$ cat src/rtl/acc_pkg.sv
package acc_pkg;

  typedef struct packed {
    logic apply;
    logic resetFirst;
    logic toUpper;
    logic negate;
    logic clrUpper;
    logic clrLower;
  } accStrobes_t;

  localparam logic [3:0] OP_CLR_UPPER = 4'h8;
  localparam logic [3:0] OP_CLR_LOWER = 4'h9;

endpackage

$ cat src/rtl/acc_ctrl.sv
module accCtrl
  import acc_pkg::*;
#(
  parameter int N = 10
) (
  input  logic            clk,
  input  logic            rstN,
  input  logic            start,
  input  logic [3:0]      opSel,
  input  logic [4*N-1:0]  opDigits,
  output accStrobes_t     stb,
  output logic            done,
  output logic            errFlag
);

  logic bcdOk;
  logic isArith;

  always_comb begin
    bcdOk = 1'b1;
    for (int i = 0; i < N; i++) begin
      if (opDigits[4*i +: 4] > 4'd9) bcdOk = 1'b0;
    end
  end

  assign isArith = ~opSel[3];

  always_comb begin
    stb            = '0;
    stb.apply      = start & isArith & bcdOk;
    stb.negate     = opSel[0];
    stb.toUpper    = opSel[1];
    stb.resetFirst = opSel[2];
    stb.clrUpper   = start & (opSel == OP_CLR_UPPER);
    stb.clrLower   = start & (opSel == OP_CLR_LOWER);
  end

  always_ff @(posedge clk or negedge rstN) begin
    if (!rstN) begin
      done    <= 1'b0;
      errFlag <= 1'b0;
    end else begin
      done    <= start;
      errFlag <= start & isArith & ~bcdOk;
    end
  end

endmodule

$ cat src/rtl/acc_datapath.sv
module accDatapath
  import acc_pkg::*;
#(
  parameter int N = 10
) (
  input  logic            clk,
  input  logic            rstN,
  input  accStrobes_t     stb,
  input  logic            opSign,
  input  logic [4*N-1:0]  opDigits,
  output logic [4*N-1:0]  upperOut,
  output logic [4*N-1:0]  lowerOut,
  output logic            signOut
);

  localparam int HB = 4 * N;
  localparam int TD = 2 * N;
  localparam int BW = 4 * TD;

  function automatic logic [BW:0] bcdAdd(input logic [BW-1:0] a,
                                         input logic [BW-1:0] b,
                                         input logic cin);
    logic [BW:0] r;
    logic [4:0]  s;
    logic        c;
    c = cin;
    r = '0;
    for (int i = 0; i < TD; i++) begin
      s = {1'b0, a[4*i +: 4]} + {1'b0, b[4*i +: 4]} + {4'b0000, c};
      if (s > 5'd9) begin
        s = s + 5'd6;
        c = 1'b1;
      end else begin
        c = 1'b0;
      end
      r[4*i +: 4] = s[3:0];
    end
    r[BW] = c;
    return r;
  endfunction

  function automatic logic [BW-1:0] nines(input logic [BW-1:0] a);
    logic [BW-1:0] r;
    for (int i = 0; i < TD; i++) r[4*i +: 4] = 4'd9 - a[4*i +: 4];
    return r;
  endfunction

  logic [HB-1:0] upperQ, lowerQ;
  logic          signQ;
  logic [BW-1:0] baseMag, opMag, resMag;
  logic          baseSign, effSign, resSign;
  logic [BW:0]   sumW, negW;

  always_comb begin
    baseMag  = stb.resetFirst ? '0 : {upperQ, lowerQ};
    baseSign = stb.resetFirst ? 1'b0 : signQ;
    opMag    = stb.toUpper ? {opDigits, {HB{1'b0}}} : {{HB{1'b0}}, opDigits};
    effSign  = opSign ^ stb.negate;
    sumW     = '0;
    negW     = '0;
    if (baseSign == effSign) begin
      sumW    = bcdAdd(baseMag, opMag, 1'b0);
      resMag  = sumW[BW-1:0];
      resSign = effSign;
    end else begin
      sumW = bcdAdd(baseMag, nines(opMag), 1'b1);
      if (sumW[BW]) begin
        resMag  = sumW[BW-1:0];
        resSign = baseSign;
      end else begin
        negW    = bcdAdd(nines(sumW[BW-1:0]), '0, 1'b1);
        resMag  = negW[BW-1:0];
        resSign = effSign;
      end
    end
    if (resMag == '0) resSign = stb.resetFirst ? 1'b0 : effSign;
  end

  always_ff @(posedge clk or negedge rstN) begin
    if (!rstN) begin
      upperQ <= '0;
      lowerQ <= '0;
      signQ  <= 1'b0;
    end else if (stb.apply) begin
      upperQ <= resMag[BW-1:HB];
      lowerQ <= resMag[HB-1:0];
      signQ  <= resSign;
    end else begin
      if (stb.clrUpper) upperQ <= '0;
      if (stb.clrLower) lowerQ <= '0;
    end
  end

  assign upperOut = upperQ;
  assign lowerOut = lowerQ;
  assign signOut  = signQ;

endmodule

$ cat src/rtl/acc_split_decimal.sv
module accSplitDecimal
  import acc_pkg::*;
#(
  parameter int N = 10
) (
  input  logic            clk,
  input  logic            rstN,
  input  logic            start,
  input  logic [3:0]      opSel,
  input  logic            opSign,
  input  logic [4*N-1:0]  opDigits,
  output logic [4*N-1:0]  upperOut,
  output logic [4*N-1:0]  lowerOut,
  output logic            signOut,
  output logic            done,
  output logic            errFlag
);

  accStrobes_t stb;

  accCtrl #(.N(N)) uCtrl (
    .clk(clk), .rstN(rstN), .start(start), .opSel(opSel),
    .opDigits(opDigits), .stb(stb), .done(done), .errFlag(errFlag)
  );

  accDatapath #(.N(N)) uPath (
    .clk(clk), .rstN(rstN), .stb(stb), .opSign(opSign),
    .opDigits(opDigits), .upperOut(upperOut), .lowerOut(lowerOut),
    .signOut(signOut)
  );

endmodule

$ cat config.mk
export PLATFORM = sky130hd
export DESIGN_NAME = accSplitDecimal
export DESIGN_NICKNAME = d
export VERILOG_FILES = /design/src/rtl/acc_pkg.sv /design/src/rtl/acc_ctrl.sv /design/src/rtl/acc_datapath.sv /design/src/rtl/acc_split_decimal.sv
export SDC_FILE = /design/constraint.sdc
export NUM_CORES = 1
export LEC_CHECK = 0
export BUFFER_PORTS_ARGS = -buffer_cell sky130_fd_sc_hd__clkbuf_2
export CAP_MARGIN = 30
export CELL_PAD_IN_SITES_DETAIL_PLACEMENT = 2
export CELL_PAD_IN_SITES_GLOBAL_PLACEMENT = 2
export CORE_ASPECT_RATIO = 0.8
export CORE_UTILIZATION = 38
export CTS_CLUSTER_DIAMETER = 40
export DETAILED_ROUTE_END_ITERATION = 10
export PLACE_DENSITY = 0.87
export SLEW_MARGIN = 20
export SYNTH_ARGS = -nofsm -noshare
export SYNTH_HDL_FRONTEND = slang
export SYNTH_HIERARCHICAL = 1
export SYNTH_SLANG_ARGS = --single-unit
$ cat constraint.sdc
create_clock -name clk -period 47.7 [get_ports clk]
set_clock_uncertainty 0.1 [all_clocks]
set_input_delay 7.155 -clock clk [delete_from_list [all_inputs] [get_ports clk]]
set_output_delay 7.155 -clock clk [all_outputs]
set_load 0.01 [all_outputs]
==> impl_metrics.yaml, run 1 <==
run_status:
  outcome: "complete, no violations"
clock_network:
  cts-root-buf: "clkbuf_16"
  clock_latency_ns: 0.41
  clk_pin_slew_ns: 0.08
  tritoncts: "done"
  clock-sinks: 83
  ctsHoldBuffers: 0
  numCtsBuffers: 9
  cts.path.max_buffers: 2
  htree_levels: 3
detailed_routing:
  routed_wirelength_um: 97800
  routedWlPerCell_um: 27.6
  vias: 22434
  initialDrtViolationCount: 1539
  drc: 0
  ant_nets: 0
  via_per_inst: 6.33
  dr.pass1.iters: 5
worst_setup_path:
  max_stage_delay_ns: 0.52
  path_class: "in2reg"
  crit_top_cell: "fa_1"
  critPathArrivalTime_ns: 46.88
  required_ns: 47.93
  cpMaxStageDelayCell: "fa_1"
  end_kind: "flop"
  path_max_fanout: 42
  worstSetupStartpointType: "input port"
pwr:
  p_per_area_nw_per_um2: 53.3
  leakage_uw: 0.0115
  power_uw: 1240
  peakVddDrop_mv: 0.0245
timing:
  final.setup.tns_ns: 0
  max_freq_mhz: 21.4
  hold_violations: 0
  slew_headroom: 0.262
  drv_slew: 0
  setup_viol: 0
  worst_pin_slew_ns: 1.10
  finalCriticalPeriod_ns: 46.64
  post-route-period-util: 0.978
global_routing:
  grt_pass1_wl_um: 147000
  grt_max_degree: 78
  grt_pass1_vias: 24485
  track_usage: 0.337
  antenna_found_initial: 3
  grt_overflow: 0
floorplan:
  die_h_um: 212
  design.core.area_um2: 54200
  die_x_um: 265
  io_pins: 131
  core.rowCount: 76
  die_area_um2: 56100
  initial_utilization: 0.387
synthesis:
  synth-seq-cells: 83
  synth_edf_count: 0
  yosysMostFrequentCell: "ha_1"
  synth_top_area_share: 0.179
  ys_top_cells_by_count: "ha_1 (300), nand2_1 (292), inv_1 (254), a21oi_1 (165), o21ai_0 (159)"
  ys_seq_area_frac: 0.0991
  yosysWarningCount: 6
  async_reset_ff_frac: 1.00
  yosys.area.top_type: "ha_1"
  synth_area_leaders: "ha_1 (18%), dfrtp_1 (9.9%), fa_1 (7.4%), nand2_1 (5.2%), inv_1 (4.5%)"
  synthCells: 2752
  ys_types: 93
  ys.flop_type: "dfrtp_1"
  syn_area_per_cell_um2: 7.62
  synth_nets: 3178
  syn-cell-area_um2: 21000
layout:
  drive_above_1_share: 0.110
  area_growth_pct: 10.8
  fillers: 6210
  regArea_um2: 2080
  multi_input_area_um2: 18100
  num-nets-final: 3262
  layoutNonFillerInstCount: 3545
  final_util: 0.429
placement:
  gp_congestion: 0.955
  hpwl_um: 75700
  dp.cells: 3520
  io_buffers: 130
run:
  cap_violations: 0
hold_path:
  hold_path.class: "reg2reg"
## sequential cells by signal, summed over array words and instances, names as in the netlist
register / cells
uPath/signOut: 1
uPath/lowerOut: 40
uPath/upperOut: 40
uCtrl/errFlag: 1
uCtrl/done: 1
## kinds of logic (layout without fill, tap and decap cells)
| kind of cell | Yosys count | in the layout | synth area share |
|---|---|---|---|
| compound gates | 761 | 761 | 0.242 |
| xor+xnor | 182 | 182 | 0.0801 |
| fa+ha+maj | 378 | 378 | 0.254 |
| buf+inv | 346 | 435 | 0.0627 |
| flops | 83 | 83 | 0.0991 |
| mux | 64 | 64 | 0.0322 |
| other cells | 0 | 2 | 0 |
| simple gates | 938 | 938 | 0.230 |
## layout make-up
class                      count  area share
antenna                        2    0.000215
clock buffer                  12      0.0110
clock inverter                 4     0.00312
inverter                     257      0.0416
multi-input combinational   2323       0.777
sequential                    83      0.0894
tap                          702      0.0378
timing repair buffer         162      0.0394
## cells in the final DEF (no fill, tap or decap), types with 12 or more instances in the layout
cell	netlist	final
xnor2_1	70	65
nand3b_1	16	16
and2_1	31	31
nor2b_1	103	102
nand3_1	74	74
a211oi_1	23	22
nor3_1	40	39
o2111ai_1	13	13
a31oi_1	26	23
mux2i_1	46	44
and3b_1	13	13
a21boi_0	25	24
inv_1	254	253
o21ai_1	10	12
a211o_1	17	17
o21a_1	20	20
o22ai_1	38	38
and3_1	28	28
buf_4	3	30
nand2b_1	118	118
nor2_1	120	116
fa_1	78	77
a31o_2	18	17
clkbuf_2	0	128
mux2_2	17	17
or3_1	22	22
nand4_1	22	22
o21ai_0	159	157
a21o_1	51	51
dfrtp_1	83	83
nand2_1	292	292
ha_1	300	299
xor2_1	104	75
xor2_2	2	30
o211ai_1	41	41
nor4_1	19	16
a21oi_1	165	161
## routing by layer
| metal | global-route usage | share of wire | vias up |
|---|---|---|---|
| met5 | 0 | 0.00013 | - |
| met4 | 0.117 | 0.034 | 2 |
| met3 | 0.0566 | 0.064 | 208 |
| met2 | 0.577 | 0.48 | 791 |
| met1 | 0.428 | 0.42 | 11506 |
| li1 | - | - | 9927 |
## final timing paths
| check | from | endpoint | slack [ns] | cells after the start |
|---|---|---|---|---|
| worst max-delay path | opSel[2] | uPath/signOut$_DFFE_PN0P_ | 1.06 | 152 |
| worst min-delay path | uPath/upperOut[2]$_DFFE_PN0P_ | uPath/upperOut[2]$_DFFE_PN0P_ | 0.44 | 1 |
| worst max register to register | uPath/lowerOut[0]$_DFFE_PN0P_ | uPath/signOut$_DFFE_PN0P_ | 7.76 | 150 |
| worst min register to register | uPath/upperOut[2]$_DFFE_PN0P_ | uPath/upperOut[2]$_DFFE_PN0P_ | 0.44 | 1 |
| max in group asynchronous | rstN | uPath/lowerOut[18]$_DFFE_PN0P_ | 39.53 | 2 |
| min in group asynchronous | rstN | uPath/lowerOut[32]$_DFFE_PN0P_ | 6.65 | 1 |
## critical path: cells and delay by family
kind            cells  cell delay [ns]
compound gates     45             9.51
fa+ha+maj          59            22.07
simple gates       15             1.99
buf+inv            13             1.28
mux                 1             0.09
xor+xnor           19             4.66
## power breakdown
part / total [uW] / leakage [uW] / switching (uW) / internal [uW]
combinational: 1070 / 0.0101 / 696 / 369
sequential: 83.8 / 0.00115 / 7.91 / 75.9
clock: 89.6 / 0.000159 / 40.7 / 48.9
## what timing repair did
item / CTS / global route
gates resized for setup: 8 / 63
setup buffers: 0 / 7
setup endpoints to repair: 3 / 8
pin swaps: 0 / 7
## metrics by stage
step	cell area, um^2	hold slack (ns)	setup WS, ns
5_1_grt	23200	0.469	-0.293
6_report	23200	0.439	1.06
4_1_cts	22800	0.442	0.0370
2_1_floorplan	21000	0.451	5.26
3_3_place_gp	22400	0.411	2.23
3_5_place_dp	22400	0.424	-0.914
No activity file was read; power rests on OpenSTA's default activity.
==> run 2: changes to the inputs <==
CELL_PAD_IN_SITES_DETAIL_PLACEMENT = unset   (was 2)
CELL_PAD_IN_SITES_GLOBAL_PLACEMENT = unset   (was 2)
CORE_UTILIZATION = 40   (was 38)
PLACE_DENSITY = 0.59   (was 0.87)
==> impl_metrics.yaml, run 2 (synthesis gave the netlist of run 1 again) <==
run_status:
  outcome: "complete, no violations"
clock_network:
  clock_latency_ns: 0.41
  ctsHoldBuffers: 0
  post-cts-setup-buffers: 0
  clock-sinks: 83
  tritoncts: "done"
  numCtsBuffers: 9
  clk_pin_slew_ns: 0.08
  htree_levels: 3
  cts.path.max_buffers: 2
  cts-root-buf: "clkbuf_16"
hold_path:
  min_from: "uPath/lowerOut[1]$_DFFE_PN0P_"
  hold_path.class: "reg2reg"
  whs_path_depth: 1
  min_to: "uPath/lowerOut[1]$_DFFE_PN0P_"
floorplan:
  design.core.area_um2: 51400
  die_x_um: 258
  core.rowCount: 74
  initial_utilization: 0.408
  die_h_um: 207
  io_pins: 131
  die_area_um2: 53300
detailed_routing:
  initialDrtViolationCount: 1890
  via_per_inst: 6.02
  dr.pass1.iters: 6
  ant_nets: 0
  vias: 21146
  drc: 0
  routedWlPerCell_um: 21.6
  routed_wirelength_um: 76000
global_routing:
  grt_pass1_vias: 19896
  antenna_found_initial: 1
  grt_pass1_wl_um: 116000
  grt_max_degree: 70
  grt_overflow: 0
  track_usage: 0.281
pwr:
  pwr-share-seq: 0.075
  p_per_area_nw_per_um2: 48.6
  p_switching_uw: 643
  leakage_uw: 0.0113
  comb_power_share: 0.855
  sw_frac_of_total: 0.580
  clkPwrFrac: 0.070
  peakVddDrop_mv: 0.0232
  p_int_uw: 465
worst_setup_path:
  cpMaxStageDelayCell: "o41a_1"
  required_ns: 47.94
  r2r_start: "uPath/lowerOut[0]$_DFFE_PN0P_"
  max_stage_delay_ns: 0.51
  crit_top_cell: "fa_1"
  worstSetupStartpointType: "input port"
  path_class: "in2reg"
  r2r_end: "uPath/signOut$_DFFE_PN0P_"
  path_max_fanout: 19
  worst_r2r_path_depth: 149
  r2r_setup_slack_ns: 8.68
  critPathArrivalTime_ns: 45.85
  end_kind: "flop"
timing:
  slew_headroom: 0.303
  fin_ws_ns: 2.10
  finalCriticalPeriod_ns: 45.60
  max_freq_mhz: 21.9
  drv_slew: 0
  worst_pin_slew_ns: 1.05
  setup_viol: 0
  post-route-period-util: 0.956
  hold_violations: 0
layout:
  num-nets-final: 3252
  final_cell_mix: "ha_1 (300), nand2_1 (292), inv_1 (253)"
  final_common_cell: "ha_1"
  drive_above_1_share: 0.0926
  final_util: 0.444
  fillers: 5205
  area_growth_pct: 8.70
  multi_input_area_um2: 17800
  regArea_um2: 2080
run:
  cap_violations: 0
placement:
  dp_slack_ns: 1.33
  hpwl_um: 59900
  gp_congestion: 0.942
  io_buffers: 130
-- run 2: cell types whose count changed in the layout (fill, tap and decap cells not counted), sizes merged --
cell      change
clkbuf        +1
clkinvlp      -1
clkinv        +1
bufinv        -2
diode         -1
buf          -10
-- run 2: how the worst max path moves through the flow --
stage             start                         to  slack [ns]
4_1_cts        opSel[2]  uPath/signOut$_DFFE_PN0P_        1.71
3_3_place_gp   opSel[2]  uPath/signOut$_DFFE_PN0P_        3.22
2_1_floorplan  opSel[2]  uPath/signOut$_DFFE_PN0P_        5.26
6_report       opSel[2]  uPath/signOut$_DFFE_PN0P_        2.10
5_1_grt        opSel[2]  uPath/signOut$_DFFE_PN0P_       -0.09
3_5_place_dp   opSel[2]  uPath/signOut$_DFFE_PN0P_        1.33
-- run 2: cell type report --
cell class                 instances  area share
inverter                         257      0.0424
clock inverter                     2    0.000439
antenna                            1    0.000110
tap                              684      0.0376
timing repair buffer             152      0.0360
clock buffer                      13      0.0119
multi-input combinational       2323       0.780
sequential                        83      0.0911
-- run 2: metal layers --
layer  GRT usage  part of all wire  vias to the layer above
li1            -                 -                     9940
met1       0.400              0.46                    10249
met2       0.443              0.44                      877
met3      0.0542             0.088                       80
met4      0.0511             0.016                        0
met5           0                 0                        -
-- run 2: worst max-delay path, delay by kind of cell --
| kind | cells | cell delay [ns] |
|---|---|---|
| xor+xnor | 20 | 5.40 |
| fa+ha+maj | 60 | 21.67 |
| simple gates | 16 | 1.86 |
| compound gates | 44 | 8.99 |
| buf+inv | 10 | 0.70 |
-- run 2: repair_timing --
action	CTS	global route
gates resized for setup	0	21
hold endpoints to repair	0	0
setup endpoints to repair	0	3
-- run 2: through the flow --
| stage | hold slack (ns) | instance area [um^2] | std cells | power (uW) | setup TNS [ns] |
|---|---|---|---|---|---|
| after floorplan | 0.451 | 21000 | 2752 | 741 | 0 |
| after global placement | 0.430 | 22400 | 3499 | 979 | 0 |
| after detailed placement | 0.429 | 22400 | 3499 | 997 | 0 |
| after CTS | 0.445 | 22600 | 3514 | 1080 | 0 |
| after global routing | 0.460 | 22800 | 3514 | 1200 | -0.0874 |
| final | 0.447 | 22800 | 3515 | 1110 | 0 |
-- run 2: power groups by stage --
stage	Combinational (uW)	Clock, uW	Sequential [uW]
after floorplan	657	0	83.7
after global placement	895	0	84.2
after detailed placement	913	0	84.4
after CTS	919	80.0	83.0
after global routing	1030	81.7	83.8
final	946	77.8	83.0
